### src/rtl/irq_wake_ctrl.sv
module irq_wake_ctrl #(
  parameter int DW = 8,
  parameter int KW = 4
) (
  input  logic          clk,
  input  logic          rst_n,
  input  logic          bus_we,
  input  logic [2:0]    bus_addr,
  input  logic [DW-1:0] bus_wdata,
  output logic [DW-1:0] bus_rdata,
  input  logic [KW-1:0] key_in,
  input  logic [DW-1:0] gp_in,
  input  logic [DW-1:0] gp_dir,
  input  logic          tmr_pulse,
  input  logic          tmr_irq_en,
  input  logic          half_pulse,
  input  logic          tx_pulse,
  input  logic          rx_pulse,
  input  logic          nmi_pulse,
  input  logic          standby,
  input  logic          sleep,
  output logic          irq,
  output logic          wake
);
  localparam int NF = 5;

  logic [KW-1:0] k_s1, k_s2, ken_n_q;
  logic [DW-1:0] p_s1, p_s2, p_prev;
  logic [DW-1:0] pflag_q, pen_n_q, pol_q;
  logic [NF-1:0] flag_q;

  wire wr_flag = bus_we && bus_addr == 3'd0;
  wire wr_pfl  = bus_we && bus_addr == 3'd1;
  wire wr_pen  = bus_we && bus_addr == 3'd2;
  wire wr_pol  = bus_we && bus_addr == 3'd3;
  wire wr_ken  = bus_we && bus_addr == 3'd4;

  wire          key_hit = |(~k_s2 & ~ken_n_q);
  wire [DW-1:0] p_edge  = (pol_q & p_s2 & ~p_prev) | (~pol_q & ~p_s2 & p_prev);
  wire [DW-1:0] p_hit   = p_edge & ~pen_n_q & ~gp_dir;
  wire [NF-1:0] f_set   = {rx_pulse, tx_pulse, half_pulse, key_hit, tmr_pulse};
  wire [NF-1:0] f_clr   = wr_flag ? bus_wdata[NF-1:0] : '0;
  wire [DW-1:0] p_clr   = wr_pfl ? bus_wdata : '0;
  wire          p_any   = |pflag_q;

  always_ff @(posedge clk or negedge rst_n) begin
    if (!rst_n) begin
      k_s1    <= '1;
      k_s2    <= '1;
      p_s1    <= '0;
      p_s2    <= '0;
      p_prev  <= '0;
      flag_q  <= '0;
      pflag_q <= '0;
      pen_n_q <= '1;
      pol_q   <= '0;
      ken_n_q <= '1;
    end else begin
      k_s1    <= key_in;
      k_s2    <= k_s1;
      p_s1    <= gp_in;
      p_s2    <= p_s1;
      p_prev  <= p_s2;
      flag_q  <= (flag_q & ~f_clr) | f_set;
      pflag_q <= (pflag_q & ~p_clr) | p_hit;
      if (wr_pen) pen_n_q <= bus_wdata;
      if (wr_pol) pol_q   <= bus_wdata;
      if (wr_ken) ken_n_q <= bus_wdata[KW-1:0];
    end
  end

  always_comb begin
    bus_rdata = '0;
    case (bus_addr)
      3'd0:    bus_rdata[NF:0] = {p_any, flag_q};
      3'd1:    bus_rdata = pflag_q;
      3'd2:    bus_rdata = pen_n_q;
      3'd3:    bus_rdata = pol_q;
      3'd4:    bus_rdata[KW-1:0] = ken_n_q;
      default: bus_rdata = '0;
    endcase
  end

  assign irq  = (flag_q[0] & tmr_irq_en) | (|flag_q[NF-1:1]) | p_any;
  assign wake = sleep   ? (flag_q[1] | p_any) :
                standby ? (flag_q[1] | flag_q[2] | p_any | nmi_pulse) : 1'b0;
endmodule

### config.mk
export PLATFORM = sky130hd
export DESIGN_NAME = irq_wake_ctrl
export DESIGN_NICKNAME = d
export VERILOG_FILES = /design/src/rtl/irq_wake_ctrl.sv
export SDC_FILE = /design/constraint.sdc
export NUM_CORES = 1
export LEC_CHECK = 0
export ABC_AREA = 1
export CAP_MARGIN = 0
export CORE_UTILIZATION = 35
export DETAILED_ROUTE_END_ITERATION = 12
export PLACE_DENSITY_LB_ADDON = 0.25
export SYNTH_ARGS = -nofsm -noshare
export SYNTH_HDL_FRONTEND = slang
export SYNTH_SLANG_ARGS = --single-unit
### constraint.sdc
create_clock -name clk -period 2.1 [get_ports clk]
set_input_delay 0.315 -clock clk [delete_from_list [all_inputs] [get_ports clk]]
set_output_delay 0.315 -clock clk [all_outputs]
set_load 0.1 [all_outputs]
==> results of run 1 <==
==> cell usage after synthesis, types with 3 or more instances <==
library cell	n
o21ai_2	16
o21ai_0	26
dfrtp_1	45
inv_2	3
dfstp_2	20
inv_1	26
nor3_1	4
nand2_1	88
nand3b_1	4
a21oi_1	8
nor2_1	20
nand3_1	9
==> per-layer routing <==
| metal | track usage (%) | share of wire [%] | up-vias |
|---|---|---|---|
| met3 | 3.93 | 5.3 | 11 |
| met5 | 0 | 0 | - |
| li1 | - | - | 1054 |
| met2 | 25.6 | 46 | 54 |
| met4 | 7.79 | 1.6 | 0 |
| met1 | 23.0 | 47 | 973 |
==> repair_timing <==
action                                  4_1_cts  5_1_grt
hold endpoints to repair                     18        0
endpoints found under the setup margin        4        8
hold buffers                                  1        0
setup buffers                                 0        1
pin swaps                                     0        1
gates resized for setup                       1        5
==> through the flow <==
step | setup TNS, ns | hold WS (ns) | instance area, µm² | instances
floorplan | 0 | 0.0194 | 2690 | 281
global placement | -0.00521 | 0.328 | 3480 | 439
detailed placement | -0.0881 | 0.332 | 3480 | 439
CTS | 0 | 0.354 | 3700 | 456
global route | 0 | 0.364 | 3720 | 457
finish | 0 | 0.352 | 3720 | 457
==> cells by family (layout without fill, tap and decap cells) <==
family                 Yosys count  after routing
and+or+nand+nor                133            133
DFF                             65             65
AOI/OAI and AO/OA               52             52
buffers and inverters           31            108
==> layout make-up <==
| type | count | share of cell area, % |
|---|---|---|
| Clock inverter | 5 | 1.68 |
| Tap cell | 99 | 3.33 |
| Multi-Input combinational cell | 185 | 24.4 |
| Clock buffer | 11 | 4.07 |
| Timing Repair Buffer | 63 | 19.1 |
| Inverter | 29 | 2.99 |
| Sequential cell | 65 | 44.4 |
==> power breakdown <==
group	leakage (nW)	switching [mW]	internal, mW
logic	0.852	0.376	0.269
clock network	0.102	0.492	0.618
registers	0.715	0.110	1.43
total	1.67	0.979	2.32
==> critical path, delay by kind of cell <==
kind	cells	cell delay (ns)
simple gates	3	0.42
buf+inv	4	0.97
==> state kept, by name, indices dropped and copies added (netlist names) <==
register and flops:
k_s1 4, p_s1 8, pen_n_q 8, flag_q 5, p_s2 8, k_s2 4, p_prev 8, ken_n_q 4
pol_q 8, pflag_q 8
==> how the worst min path moves through the flow <==
stage | from | to | slack [ns]
detailed placement | rst_n | p_s1[4] | 0.33
CTS | p_s1[4] | p_s2[4] | 0.35
floorplan | rst_n | flag_q[0] | 0.02
finish | p_s1[1] | p_s2[1] | 0.35
global placement | rst_n | p_s1[4] | 0.33
global route | key_in[1] | k_s1[1] | 0.36
==> results.py, run 1 <==
metrics = {
    "run_status": {
        "status": "finished, final reports clean",
    },
    "floorplan": {
        "rows": 31,
        "initial_core_util_pct": 36.6,
        "ios": 52,
        "die_y_um": 89.6,
        "die_width_um": 89.6,
        "die_area_um2": 8030,
        "design.core.area_um2": 7330,
    },
    "finish": {
        "diodes": 0,
        "postLayoutCoreUtil_pct": 50.8,
        "mostFrequentLayoutCells": "nand2_1 (87), dfrtp_1 (45), clkdlybuf4s50_1 (38)",
        "fillCellCount": 684,
        "drive_gt1_share_pct": 23.7,
        "area_growth_pct": 38.6,
        "multi_input_comb_area_um2": 910,
        "final_common_cell": "nand2_1",
        "nNetsFinal": 395,
        "seq_area_um2": 1650,
    },
    "sta": {
        "maxSlewHeadroom_pct": 64.0,
        "slew_viol_final": 0,
        "worstMarginPinSlew_ns": 0.540,
        "max_freq_mhz": 497,
        "min_period_ns": 2.01,
        "grt_setup_unrepaired": "false",
        "hold_viol": 0,
        "fin_ws_ns": 0.0871,
        "finClkSkew_ns": 0.00814,
        "min_period_over_period_pct": 95.9,
        "setup_viol": 0,
    },
    "worst_hold_path": {
        "whs_path_depth": 0,
        "hold_class": "reg -> reg",
    },
    "routing": {
        "dr.pass1.iters": 4,
        "route.antenna.remaining_nets": 0,
        "drcViolationCount": 0,
        "viasPerCell": 4.58,
        "postRouteWirelength_um": 6000,
        "drt_iter0_markers": 120,
        "avgRoutedWirePerCell_um": 13.1,
        "vias": 2092,
    },
    "worst_setup_path": {
        "r2r.worst_path.cells": 3,
        "cp-end-kind": "output port",
        "cp_slowest_cell": "clkdlybuf4s50_1",
        "endpoint": "bus_rdata[6]",
        "start_kind": "input port",
        "r2r_setup_slack_ns": 1.19,
        "r2r-start": "ken_n_q[2]",
        "crit_path_frequent_cell": "buf_4",
        "critical_path_required_ns": 1.78,
        "cp.arrival_ns": 1.70,
        "worstSetupPathType": "in -> out",
        "path_cells": "clkdlybuf4s50_1 -> buf_4 -> nor3_4 -> buf_4 -> nand2_1 -> nand3_1 -> buf_12",
        "crit_start": "bus_addr[2]",
        "crit_path_max_fanout": 6,
        "critical-path-max-stage-delay_ns": 0.41,
        "r2r_end": "flag_q[1]",
    },
    "logic_synthesis": {
        "syn_avg_cell_area_um2": 9.56,
        "ys_seq_area_share_pct": 61.5,
        "yosys.area.top_type": "dfrtp_1",
        "ys_dominant_reg_cell": "dfrtp_1",
        "synth_top_family_by_area": "simple AND/OR/NAND/NOR gates",
        "yosys_warnings": 0,
        "synth-adder-area-share_pct": 0,
        "synth-simple-area-share_pct": 21.6,
        "synth_cells": 281,
        "synth.mux.area_fraction_pct": 0,
        "ys_types": 20,
        "netlist_area_um2": 2690,
        "ys_seq_elements": 65,
        "synth_nets": 323,
        "synthXorXnorAreaFrac_pct": 0,
        "synth_area_leaders": "dfrtp_1 (42%), dfstp_2 (20%), nand2_1 (12%)",
        "synth-edff-count": 0,
        "async_reset_ff_share_pct": 100,
        "synth_compound_area_share_pct": 12.0,
        "synthDominantCellAreaShare_pct": 41.9,
    },
    "cts": {
        "cts_tree": "built",
        "clk_path_buf_depth": 2,
        "cts_num_sinks": 65,
        "clkTransAtPathRegs_ns": 0.08,
        "htreeDepth": 3,
        "clock_latency_ns": 0.34,
        "clock-root-buffer": "clkbuf_8",
        "cts_made_buffers": 9,
    },
    "power_and_ir_drop": {
        "peakVddDrop_mv": 0.305,
        "power_mw": 3.30,
        "power_density_nw_per_um2": 885,
        "p_leak_nw": 1.67,
    },
    "flow_run": {
        "drv_cap": 0,
    },
    "grt": {
        "grt_pass1_vias": 2042,
        "grt-ovfl-total": 0,
        "grt_usage_pct": 16.8,
        "grt_max_degree": 45,
        "grt_antenna_before_repair": 0,
        "grt_pass1_wl_um": 9730,
    },
    "placed_design": {
        "place_worst_setup_slack_ns": -0.0793,
        "portBuffers": 51,
        "finalWeightedCongestion": 0.775,
        "place_hpwl_um": 4310,
    },
}
Power figures use the tool's default switching activity.
==> inputs of run 2 (changes only) <==
--- a/config.mk
+++ b/config.mk
@@ -7,6 +7,8 @@
 export LEC_CHECK = 0
 export ABC_AREA = 1
 export CAP_MARGIN = 0
+export CELL_PAD_IN_SITES_DETAIL_PLACEMENT = 0
+export CELL_PAD_IN_SITES_GLOBAL_PLACEMENT = 1
 export CORE_UTILIZATION = 35
 export DETAILED_ROUTE_END_ITERATION = 12
 export PLACE_DENSITY_LB_ADDON = 0.25
==> results.py, run 2 (same netlist as run 1, synthesis figures left out) <==
metrics = {
    "sta": {
        "slew_viol_final": 0,
        "maxSlewHeadroom_pct": 77.5,
        "max_freq_mhz": 496,
        "hold_viol": 0,
        "min_period_over_period_pct": 96.1,
        "setup_tns_ns": 0,
        "fin_ws_ns": 0.0826,
        "finClkSkew_ns": 0.00559,
        "worstMarginPinSlew_ns": 0.337,
        "setup_viol": 0,
        "grt_setup_unrepaired": "true",
        "min_period_ns": 2.02,
    },
    "cts": {
        "clock_latency_ns": 0.35,
        "htreeDepth": 3,
        "cts_made_buffers": 9,
        "cts_num_sinks": 65,
        "cts_tree": "built",
        "clk_path_buf_depth": 2,
        "clock-root-buffer": "clkbuf_8",
        "clkTransAtPathRegs_ns": 0.07,
        "post_cts_buffers": 0,
    },
    "floorplan": {
        "die_width_um": 89.6,
        "rows": 31,
        "initial_core_util_pct": 36.6,
        "design.core.area_um2": 7330,
        "die_area_um2": 8030,
        "ios": 52,
        "die_y_um": 89.6,
    },
    "finish": {
        "fillCellCount": 671,
        "drive_gt1_share_pct": 23.6,
        "final_common_cell": "nand2_1",
        "mostFrequentLayoutCells": "nand2_1 (88), dfrtp_1 (45), clkdlybuf4s50_1 (38)",
        "nNetsFinal": 397,
        "diodes": 0,
        "area_growth_pct": 39.1,
    },
    "grt": {
        "grt_pass1_wl_um": 9540,
        "grt_usage_pct": 16.5,
        "grt_max_degree": 66,
        "grt-ovfl-total": 0,
        "grt_antenna_before_repair": 0,
        "grt_pass1_vias": 2031,
    },
    "worst_setup_path": {
        "cp-end-kind": "output port",
        "r2r-start": "ken_n_q[2]",
        "critical-path-max-stage-delay_ns": 0.48,
        "crit_cells": 9,
        "critical_path_required_ns": 1.78,
        "crit_start": "bus_addr[2]",
        "cp.arrival_ns": 1.70,
        "crit_path_max_fanout": 6,
        "r2r_end": "flag_q[1]",
        "r2r.worst_path.cells": 3,
        "path_cells": "clkdlybuf4s50_1 -> buf_4 -> nor3_2 -> buf_4 -> nand2_1 -> nand2_1 -> nor2_1 -> nand2_1 -> buf_12",
        "endpoint": "bus_rdata[1]",
        "start_kind": "input port",
        "path_delay_family": "buffers and inverters",
        "worstSetupPathType": "in -> out",
        "crit_path_frequent_cell": "nand2_1",
        "r2r_setup_slack_ns": 1.18,
        "crit_buf_inv": 4,
        "cp_slowest_cell": "clkdlybuf4s50_1",
    },
    "placed_design": {
        "portBuffers": 51,
        "place_worst_setup_slack_ns": -0.0527,
        "place_hpwl_um": 4300,
        "finalWeightedCongestion": 0.770,
    },
    "routing": {
        "avgRoutedWirePerCell_um": 12.7,
        "postRouteWirelength_um": 5840,
        "viasPerCell": 4.50,
        "route.antenna.remaining_nets": 0,
        "vias": 2067,
        "dr.pass1.iters": 4,
        "drcViolationCount": 0,
        "drt_iter0_markers": 98,
    },
    "power_and_ir_drop": {
        "p_leak_nw": 1.67,
        "peakVddDrop_mv": 0.547,
        "power_density_nw_per_um2": 874,
    },
    "run_status": {
        "status": "finished, final reports clean",
    },
    "worst_hold_path": {
        "hold_class": "reg -> reg",
    },
    "flow_run": {
        "drv_cap": 0,
    },
}
run 2: worst min path at each step:
| stage | from | endpoint | slack, ns | cells after the start |
|---|---|---|---|---|
| global route | k_s1[1] | k_s2[1] | 0.36 | 0 |
| detailed placement | p_s1[1] | p_s2[1] | 0.34 | 0 |
| floorplan | rst_n | flag_q[0] | 0.02 | 0 |
| finish | k_s1[1] | k_s2[1] | 0.35 | 0 |
| CTS | p_s1[1] | p_s2[1] | 0.35 | 0 |
| global placement | p_s1[1] | p_s2[1] | 0.33 | 0 |
run 2: per-stage QoR:
step           std cells  area, µm²  hold WS [ns]  utilization [%]  total power, mW
5_1_grt              459       3730         0.356             50.9             3.43
2_1_floorplan        281       2690        0.0194                -             1.91
4_1_cts              459       3730         0.353             50.8             3.31
3_5_place_dp         442       3510         0.336             47.9             2.22
3_3_place_gp         442       3510         0.331             47.9             2.20
6_report             459       3730         0.349             50.9             3.26
run 2: report_power, final:
group	switching [mW]	leakage [nW]	internal, mW
logic	0.373	0.863	0.271
clock network	0.493	0.0949	0.581
registers	0.115	0.715	1.43
total	0.981	1.67	2.28
run 2: worst register-to-register path, delay by kind of cell (launching register included):
kind | cells | cell delay, ns
and+or+nand+nor | 2 | 0.17
DFF | 1 | 0.55
AOI/OAI and AO/OA | 1 | 0.08
run 2: layout make-up:
class	count	area, µm²	area share [%]
Sequential cell	65	1650	44.2
Multi-Input combinational cell	185	905	24.2
Timing Repair Buffer	65	739	19.8
Clock buffer	10	138	3.69
Tap cell	99	124	3.32
Inverter	29	111	2.98
Clock inverter	6	66.3	1.78
run 2: routing by layer:
metal | global-route usage (%) | wire length (µm)
met3 | 4.94 | 260
met2 | 25.1 | 2640
met1 | 21.8 | 2840
met5 | 0 | 0
met4 | 7.36 | 92
run 2: timing repair:
item	in CTS	in global routing
hold buffers	1	0
endpoints found under the hold margin	45	0
setup endpoints to repair	7	9
gates resized for setup	1	3
pin swaps	0	1
